==> config.mk <==
export PLATFORM = sky130hd
export DESIGN_NAME = io_port_bank
export DESIGN_NICKNAME = d
export VERILOG_FILES = /design/src/rtl/io_bank_pkg.sv /design/src/rtl/io_sync2.sv /design/src/rtl/io_port_lane.sv /design/src/rtl/io_port_bank.sv
export SDC_FILE = /design/constraint.sdc
export NUM_CORES = 1
export LEC_CHECK = 0
export CAP_MARGIN = 20
export CORE_UTILIZATION = 52
export CTS_CLUSTER_DIAMETER = 40
export DETAILED_ROUTE_END_ITERATION = 16
export PLACE_DENSITY = 0.95
export SYNTH_ARGS = -nofsm -noshare
export SYNTH_HDL_FRONTEND = slang
export SYNTH_SLANG_ARGS = --single-unit
==> constraint.sdc <==
create_clock -name clk -period 5.8 [get_ports clk]
set_input_delay 1.16 -clock clk [delete_from_list [all_inputs] [get_ports clk]]
set_output_delay 1.16 -clock clk [all_outputs]
set_load 0.05 [all_outputs]
==> src/rtl/io_bank_pkg.sv <==
`timescale 1ns/1ps
package io_bank_pkg;
  localparam int PORT_W  = 8;
  localparam int N_PORTS = 4;
  localparam int ADDR_BW = 16;

  localparam logic [7:0] A_P2DIR  = 8'hF6;
  localparam logic [7:0] A_P3CTL  = 8'hF7;
  localparam logic [7:0] A_P01MOD = 8'hF8;

  localparam logic [7:0] P01MOD_RST = 8'h49;
  localparam logic [7:0] P2DIR_RST  = 8'hFF;
  localparam logic [7:0] P3CTL_RST  = 8'h00;

  typedef enum logic [1:0] {
    LINE_OUT  = 2'b00,
    LINE_IN   = 2'b01,
    LINE_ADDR = 2'b10,
    LINE_RSV  = 2'b11
  } line_mode_e;

  function automatic line_mode_e decode_mode(input logic [1:0] code);
    line_mode_e m;
    m = line_mode_e'(code);
    if (m == LINE_RSV) m = LINE_IN;
    return m;
  endfunction
endpackage

==> src/rtl/io_sync2.sv <==
`timescale 1ns/1ps
module io_sync2 #(
  parameter int W = 8
) (
  input  logic         clk,
  input  logic         rst_n,
  input  logic [W-1:0] async_i,
  output logic [W-1:0] sync_o
);
  logic [W-1:0] stage1_q, stage2_q;

  always_ff @(posedge clk or negedge rst_n) begin
    if (!rst_n) begin
      stage1_q <= '0;
      stage2_q <= '0;
    end else begin
      stage1_q <= async_i;
      stage2_q <= stage1_q;
    end
  end

  assign sync_o = stage2_q;

  // assertion support: edges seen since reset, saturating
  logic [1:0] age_q, age_d;
  always_comb age_d = (age_q == 2'd3) ? age_q : age_q + 2'd1;
  always_ff @(posedge clk or negedge rst_n) begin
    if (!rst_n) age_q <= '0;
    else        age_q <= age_d;
  end

  p_two_edge_latency_r5: assert property (@(posedge clk) disable iff (!rst_n)
    (age_q == 2'd3) |-> (sync_o == $past(async_i, 2)));
endmodule

==> src/rtl/io_port_lane.sv <==
`timescale 1ns/1ps
module io_port_lane #(
  parameter int W = 8
) (
  input  logic         clk,
  input  logic         rst_n,
  input  logic         wr_en,
  input  logic [W-1:0] wdata,
  input  logic [W-1:0] dir_in,
  input  logic [W-1:0] addr_sel,
  input  logic [W-1:0] addr_val,
  input  logic         od_en,
  input  logic [W-1:0] pin_sync,
  output logic [W-1:0] pin_out,
  output logic [W-1:0] pin_oe,
  output logic [W-1:0] rd_val
);
  logic [W-1:0] out_q, out_d;
  logic [W-1:0] drive_val;

  always_comb begin
    out_d = out_q;
    if (wr_en) out_d = wdata;
  end

  always_ff @(posedge clk or negedge rst_n) begin
    if (!rst_n) out_q <= '0;
    else        out_q <= out_d;
  end

  always_comb begin
    for (int i = 0; i < W; i++) begin
      drive_val[i] = addr_sel[i] ? addr_val[i] : out_q[i];
      pin_out[i]   = od_en ? 1'b0 : drive_val[i];
      pin_oe[i]    = !dir_in[i] && !(od_en && drive_val[i]);
      rd_val[i]    = dir_in[i] ? pin_sync[i] : drive_val[i];
    end
  end

  p_write_capture_r3: assert property (@(posedge clk) disable iff (!rst_n)
    wr_en |=> (out_q == $past(wdata)));
  p_outreg_hold_r11: assert property (@(posedge clk) disable iff (!rst_n)
    !wr_en |=> $stable(out_q));
endmodule

==> src/rtl/io_port_bank.sv <==
`timescale 1ns/1ps
module io_port_bank
  import io_bank_pkg::*;
#(
  parameter int NW = N_PORTS * PORT_W
) (
  input  logic              clk,
  input  logic              rst_n,
  input  logic [7:0]        reg_addr,
  input  logic              reg_wr,
  input  logic [7:0]        reg_wdata,
  output logic [7:0]        reg_rdata,
  input  logic [ADDR_BW-1:0] addr_bus,
  input  logic [NW-1:0]     pin_in,
  output logic [NW-1:0]     pin_out,
  output logic [NW-1:0]     pin_oe,
  output logic [2:0]        addr_mode
);
  localparam int HALF = PORT_W / 2;

  // reset: asserted asynchronously, released on a clock edge
  logic rst_meta_q, rst_ni;
  always_ff @(posedge clk or negedge rst_n) begin
    if (!rst_n) begin
      rst_meta_q <= 1'b0;
      rst_ni     <= 1'b0;
    end else begin
      rst_meta_q <= 1'b1;
      rst_ni     <= rst_meta_q;
    end
  end

  // mode registers
  logic [7:0] p01mod_q, p01mod_d, p2dir_q, p2dir_d, p3ctl_q, p3ctl_d;
  always_comb begin
    p01mod_d = p01mod_q;
    p2dir_d  = p2dir_q;
    p3ctl_d  = p3ctl_q;
    if (reg_wr) begin
      if (reg_addr == A_P01MOD) p01mod_d = reg_wdata;
      if (reg_addr == A_P2DIR)  p2dir_d  = reg_wdata;
      if (reg_addr == A_P3CTL)  p3ctl_d  = reg_wdata;
    end
  end

  always_ff @(posedge clk or negedge rst_ni) begin
    if (!rst_ni) begin
      p01mod_q <= P01MOD_RST;
      p2dir_q  <= P2DIR_RST;
      p3ctl_q  <= P3CTL_RST;
    end else begin
      p01mod_q <= p01mod_d;
      p2dir_q  <= p2dir_d;
      p3ctl_q  <= p3ctl_d;
    end
  end

  // per-group mode decode
  line_mode_e m0lo, m0hi, m1;
  always_comb begin
    m0lo = decode_mode(p01mod_q[1:0]);
    m0hi = decode_mode(p01mod_q[4:3]);
    m1   = decode_mode(p01mod_q[7:6]);
  end

  logic [N_PORTS-1:0][PORT_W-1:0] dir_v, asel_v, aval_v, rd_v, sync_v;
  logic [N_PORTS-1:0]             od_v, wr_v;

  always_comb begin
    dir_v[0]  = {{HALF{m0hi == LINE_IN}},   {HALF{m0lo == LINE_IN}}};
    asel_v[0] = {{HALF{m0hi == LINE_ADDR}}, {HALF{m0lo == LINE_ADDR}}};
    aval_v[0] = addr_bus[ADDR_BW-1:PORT_W];
    dir_v[1]  = {PORT_W{m1 == LINE_IN}};
    asel_v[1] = {PORT_W{m1 == LINE_ADDR}};
    aval_v[1] = addr_bus[PORT_W-1:0];
    dir_v[2]  = p2dir_q;
    asel_v[2] = '0;
    aval_v[2] = '0;
    dir_v[3]  = {{HALF{!p3ctl_q[1]}}, {HALF{1'b1}}};
    asel_v[3] = '0;
    aval_v[3] = '0;
    od_v      = {1'b0, p3ctl_q[0], 2'b00};
    addr_mode = {m1 == LINE_ADDR, m0hi == LINE_ADDR, m0lo == LINE_ADDR};
  end

  generate
    for (genvar k = 0; k < N_PORTS; k++) begin : g_port
      assign wr_v[k] = reg_wr && (reg_addr == 8'(k));

      io_sync2 #(.W(PORT_W)) u_sync (
        .clk     (clk),
        .rst_n   (rst_ni),
        .async_i (pin_in[k*PORT_W +: PORT_W]),
        .sync_o  (sync_v[k])
      );

      io_port_lane #(.W(PORT_W)) u_lane (
        .clk      (clk),
        .rst_n    (rst_ni),
        .wr_en    (wr_v[k]),
        .wdata    (reg_wdata),
        .dir_in   (dir_v[k]),
        .addr_sel (asel_v[k]),
        .addr_val (aval_v[k]),
        .od_en    (od_v[k]),
        .pin_sync (sync_v[k]),
        .pin_out  (pin_out[k*PORT_W +: PORT_W]),
        .pin_oe   (pin_oe[k*PORT_W +: PORT_W]),
        .rd_val   (rd_v[k])
      );
    end
  endgenerate

  // combinational read mux
  always_comb begin
    case (reg_addr)
      8'h00:    reg_rdata = rd_v[0];
      8'h01:    reg_rdata = rd_v[1];
      8'h02:    reg_rdata = rd_v[2];
      8'h03:    reg_rdata = rd_v[3];
      A_P2DIR:  reg_rdata = p2dir_q;
      A_P3CTL:  reg_rdata = p3ctl_q;
      A_P01MOD: reg_rdata = p01mod_q;
      default:  reg_rdata = '0;
    endcase
  end

  p_mode_write_r2: assert property (@(posedge clk) disable iff (!rst_ni)
    (reg_wr && reg_addr == A_P2DIR) |=> (p2dir_q == $past(reg_wdata)));
  p_addr_drives_r7: assert property (@(posedge clk) disable iff (!rst_ni)
    addr_mode[2] |-> (pin_oe[2*PORT_W-1:PORT_W] == '1 &&
                      pin_out[2*PORT_W-1:PORT_W] == addr_bus[PORT_W-1:0]));
  p_opendrain_low_only_r9: assert property (@(posedge clk) disable iff (!rst_ni)
    p3ctl_q[0] |-> (pin_out[3*PORT_W-1:2*PORT_W] == '0));
endmodule

# Word-level counts from Yosys, hierarchy flattened

Index checks and enable logic that the tools add are counted.

Register bits after elaboration: 122
Latch bits: 0
Memory bits (writable): 0
Bits in read-only memories: 0
Bits of input ports: 67
Word-level logic and storage cells: 131
Memories: 0

$add $sub $neg: 0
Multipliers: 0
Divide/modulo/power cells: 0
Magnitude comparators: 0
Eq/ne operators: 15
Shift operators: 0
Mux-type cells: 56
Bitwise operators: 0
Reduce and logical (&&, ||, !) cells: 43

Operators with widths:

| kind                                                                   | count |
|---|---|
| 8-bit case mux with 7 select lines                                     | 1 |
| 1-bit 2-to-1 mux                                                       | 52 |
| 8-bit equality test (second input constant)                            | 3 |
| 1-bit logical AND                                                      | 20 |
| 1-bit zero test                                                        | 19 |
| 8-bit by 2-bit equality test with 1-bit output (second input constant) | 2 |
| 2-bit equality test (second input constant)                            | 6 |
| 8-bit by 1-bit equality test with 1-bit output (second input constant) | 1 |
| 8-bit zero test                                                        | 1 |
| 2-bit by 1-bit equality test with 1-bit output (second input constant) | 3 |
| 2-bit 2-to-1 mux                                                       | 3 |
| 2-bit AND reduction                                                    | 3 |

# Logic depth before layout (Yosys ltp)

Word-level depth: 6
Mapped depth: 5

# Modules after synthesis

A second synthesis with hierarchy kept.

Cell total of the unflattened synthesis: 402
Area, all modules: 5,694.2 µm²

By module, submodules not included:

| module       | instances | cells an instance | area an instance (µm²) |
|---|---|---|---|
| io_port_lane | 4         | 50                | 600.6 |
| io_port_bank | 1         | 138               | 1,690.4 |
| io_sync2     | 4         | 16                | 400.4 |

# Worst setup path before layout

No wires, ideal clock.

Path kind: input port to output port
Start point: input reg_addr[0]
End point: output reg_rdata[3]
Arrival time: 2.722 ns
Setup slack: 1.918 ns
Cell stages on the path: 5
Path through: clkbuf_8 > nor2_1 > o21ai_0 > o211a_1 > o22ai_1

Longest elaborated chain between the ends: 2

RTL lines:

| what                                        | RTL line            | source |
|---|---|---|
| start, declared                             | io_port_bank.sv:9   | `input logic [7:0] reg_addr,` |
| 8-bit equality test (tied with other cells) | io_port_bank.sv:116 | `case (reg_addr)` |
| 8-bit case mux with 7 select lines (*)      | io_port_bank.sv:116 |  |
| end, declared                               | io_port_bank.sv:12  | `output logic [7:0] reg_rdata,` |

Every way passes the cells marked *; elsewhere a longest branch is shown, timed or not.

# Final worst setup path

Ends and elaborated chain as after synthesis.

==> flow_summary_export.csv <==
group,metric,value,unit
drt,ant_nets,0,
placement,placed_cells,618,
timing,slew_headroom,39.78,%
logic_synthesis,synth_most_common_cell,"dfrtp_1",
floorplan,chipHeight,102.9,microns
drt,avgRoutedWirePerCell,20.93,microns
logic_synthesis,synth-seq-area-share,57.90,%
timing,maxSlewViolCount,0,
worst_setup_path,r2r_slack,4.15,ns
worst_setup_path,r2r_cells,1,
clocking,htree_num_levels,4,
grt,grt_max_degree,76,
clocking,clkLatencyLatePin,0.52,ns
run_status,status,"finished, final reports clean",
cells_and_area,fillers,632,
cells_and_area,stdcell_count,650,
grt,grt_usage,27.76,%
logic_synthesis,yosysTopAreaCell,"dfrtp_1",
drt,wl,13610,microns
timing,min_period_over_period,91.44,%
timing,final.setup.tns,0,ns
timing,tightest_slew,0.9033,ns
logic_synthesis,yosysWarnings,0,
logic_synthesis,yosys-top-cells-area,"dfrtp_1, mux2_2, dfstp_2",
timing,fin_crit,5.304,ns
logic_synthesis,synth_common_cells,"dfrtp_1, mux2_2, buf_4, mux2i_1, nand2_1",
floorplan,die_w,102.9,microns
placement,gp_congestion,0.9385,
clocking,clkSinkCount,122,
flow_run,drv_cap,0,
drt,drt_iter0_drc,219,
cells_and_area,syn_to_final_growth,36.22,%
drt,vias,3676,
worst_setup_path,worst_setup_path_end_kind,"output pin",
drt,via_per_inst,5.655,
grt,grt_pass1_vias,3775,
timing,rsz0062_at_grt,"no",
clocking,clock_path_buffers,2,
worst_setup_path,cp.arrival,4.14,ns
timing,finalSetupViolCount,0,
clocking,cts_tree,"yes",
timing,fin_skew,0.006756,ns
logic_synthesis,synthArstFlopShare,100.0,%
grt,antenna_found_initial,0,
clocking,numCtsBuffers,17,
worst_setup_path,startpoint_type,"primary input",
floorplan,core-area,9819,sq um
worst_setup_path,path_cells,"clkdlybuf4s50_1, buf_4, nor2_1, o21ai_0, o211a_1, o22ai_1, clkdlybuf4s50_1",
clocking,ctsHoldBuffers,0,
worst_setup_path,crit_family,"buffers and inverters",
logic_synthesis,synthFlopType,"dfrtp_1",
drt,drt_pass1_iterations,4,
timing,max_freq,0.1886,GHz
worst_setup_path,cp_max_fo,14,
power_and_ir_drop,p_per_area,316.3,nW/um^2
drt,drc_errors,0,
clocking,cts_resized,0,
clocking,cts_setup_buffers,0,
worst_setup_path,cpPeakStageDelay,0.87,ns
cells_and_area,n_antenna_cell,0,
worst_setup_path,worst-endpoint-required,4.64,ns
placement,place_hpwl,9192,microns
cells_and_area,drive_gt1_share,27.27,%
logic_synthesis,synth.avg_cell_area,14.05,sq um
min_path,hold_class,"reg2async",
clocking,root_buffer,"clkbuf_8",
worst_setup_path,critical_path_buf_inv_count,3,
clocking,clk_pin_slew,0.05,ns
grt,grt_pass1_wl,20790,microns
floorplan,row_count,36,
logic_synthesis,synth_area,5296,sq um
floorplan,floorplan.initialDensity,53.94,%
placement,numPortBuffers,137,
logic_synthesis,synth_edf_count,0,
power_and_ir_drop,ir_drop,175.6,uV
power_and_ir_drop,p_leak,3.149,nW
worst_setup_path,worstSetupPathType,"in2out",
worst_setup_path,critPathMostFrequentCell,"clkdlybuf4s50_1",
worst_setup_path,cp_slowest_cell,"clkdlybuf4s50_1",
logic_synthesis,synthDistinctLibCells,43,
logic_synthesis,ys_ff_latch,122,
timing,finalHoldViolCount,0,
worst_setup_path,worst_r2r_startpoint,"rst_ni",
logic_synthesis,synth_cells,377,
logic_synthesis,synth_top_area_share,52.45,%
worst_setup_path,r2r_end,"g_port[0].u_sync.stage1_q[5]",
floorplan,die-area,10590,sq um
floorplan,ioPinCount,142,
grt,grt-ovfl-total,0,
cells_and_area,nets,571,
power by group:
part	leakage, nW	total, W	internal [W]	switching, W
sequential	1.50	0.000934	0.000897	0.0000371
clock	0.304	0.00105	0.000688	0.000359
combinational	1.34	0.000300	0.000127	0.000173
logic make-up (layout without fill, tap and decap cells):
group,Yosys count,count (layout),synth area share (%)
AND/OR/NAND/NOR,52,52,7.087
multiplexers,106,106,22.94
flip-flops,122,122,57.90
other,2,5,0.1418
buffers and inverters,41,178,5.268
AO/OA/AOI/OAI,54,54,6.662
layout make-up:
type                    count  area, sq um  area share (%)
well taps                 133        166.4           2.307
repair buffers            140         1394           19.32
multi-input cells         217         1962           27.19
flip-flops and latches    122         3070           42.56
inverters                   6        22.52          0.3122
clock inverters             7        85.08           1.179
clock buffers              25        514.2           7.128
cells in the final DEF, fill, tap and decap left out, drive strengths merged, types with 2 or more instances in the layout:
cell,netlist,final
inv,6,6
nor2,3,3
mux4,4,4
o2bb2ai,3,3
a32o,4,4
nand4,3,3
conb,2,5
dfstp,11,11
buf,28,3
dfrtp,111,111
nor2b,12,12
nand3,4,4
mux2,80,80
clkbuf,7,25
bufinv,0,2
nand2,18,18
o22ai,5,5
mux2i,22,22
clkinv,0,5
o211ai,5,5
a22o,3,3
clkdlybuf4s50,0,137
o21ai,11,11
nand2b,3,3
a32oi,3,3
a21oi,17,17
flip-flops by register name, indices dropped and copies added (netlist names):
register	count
rst_ni	1
g_port.u_sync.sync_o	32
p01mod_q	8
rst_meta_q	1
g_port.u_lane.out_q	32
g_port.u_sync.stage1_q	32
p2dir_q	8
p3ctl_q	8
per-stage QoR:
step	power, W	hold slack [ns]	area, sq um	util (%)	setup WS (ns)
final	0.002282	0.3262	7214	73.47	0.4964
after global routing	0.002357	0.3519	7214	73.47	0.3859
after CTS	0.002294	0.3471	7214	73.47	0.5809
after detailed placement	0.001245	0.3347	6615	67.37	0.7100
after global placement	0.001235	0.3325	6615	67.37	0.8619
after floorplan	0.001124	0.3312	5308	-	1.918
layer usage:
layer / vias to the layer above / GRT usage (%) / routed length, microns
met5: - / 0 / 0
met4: 0 / 11.92 / 362
met3: 42 / 8.068 / 1133
met2: 220 / 43.69 / 6658
met1: 1825 / 36.16 / 5450
li1: 1589 / - / -
how the worst max path moves through the flow:
| stage | start | endpoint | slack (ns) | depth (start not counted) |
|---|---|---|---|---|
| 2_1_floorplan | reg_addr[0] | reg_rdata[3] | 1.92 | 5 |
| 3_3_place_gp | reg_addr[0] | reg_rdata[3] | 0.86 | 7 |
| 3_5_place_dp | reg_addr[0] | reg_rdata[3] | 0.71 | 7 |
| 4_1_cts | reg_addr[0] | reg_rdata[3] | 0.58 | 7 |
| 5_1_grt | reg_addr[0] | reg_rdata[3] | 0.39 | 7 |
| 6_report | reg_addr[0] | reg_rdata[3] | 0.50 | 7 |
No activity file was read; power rests on OpenSTA's default activity.
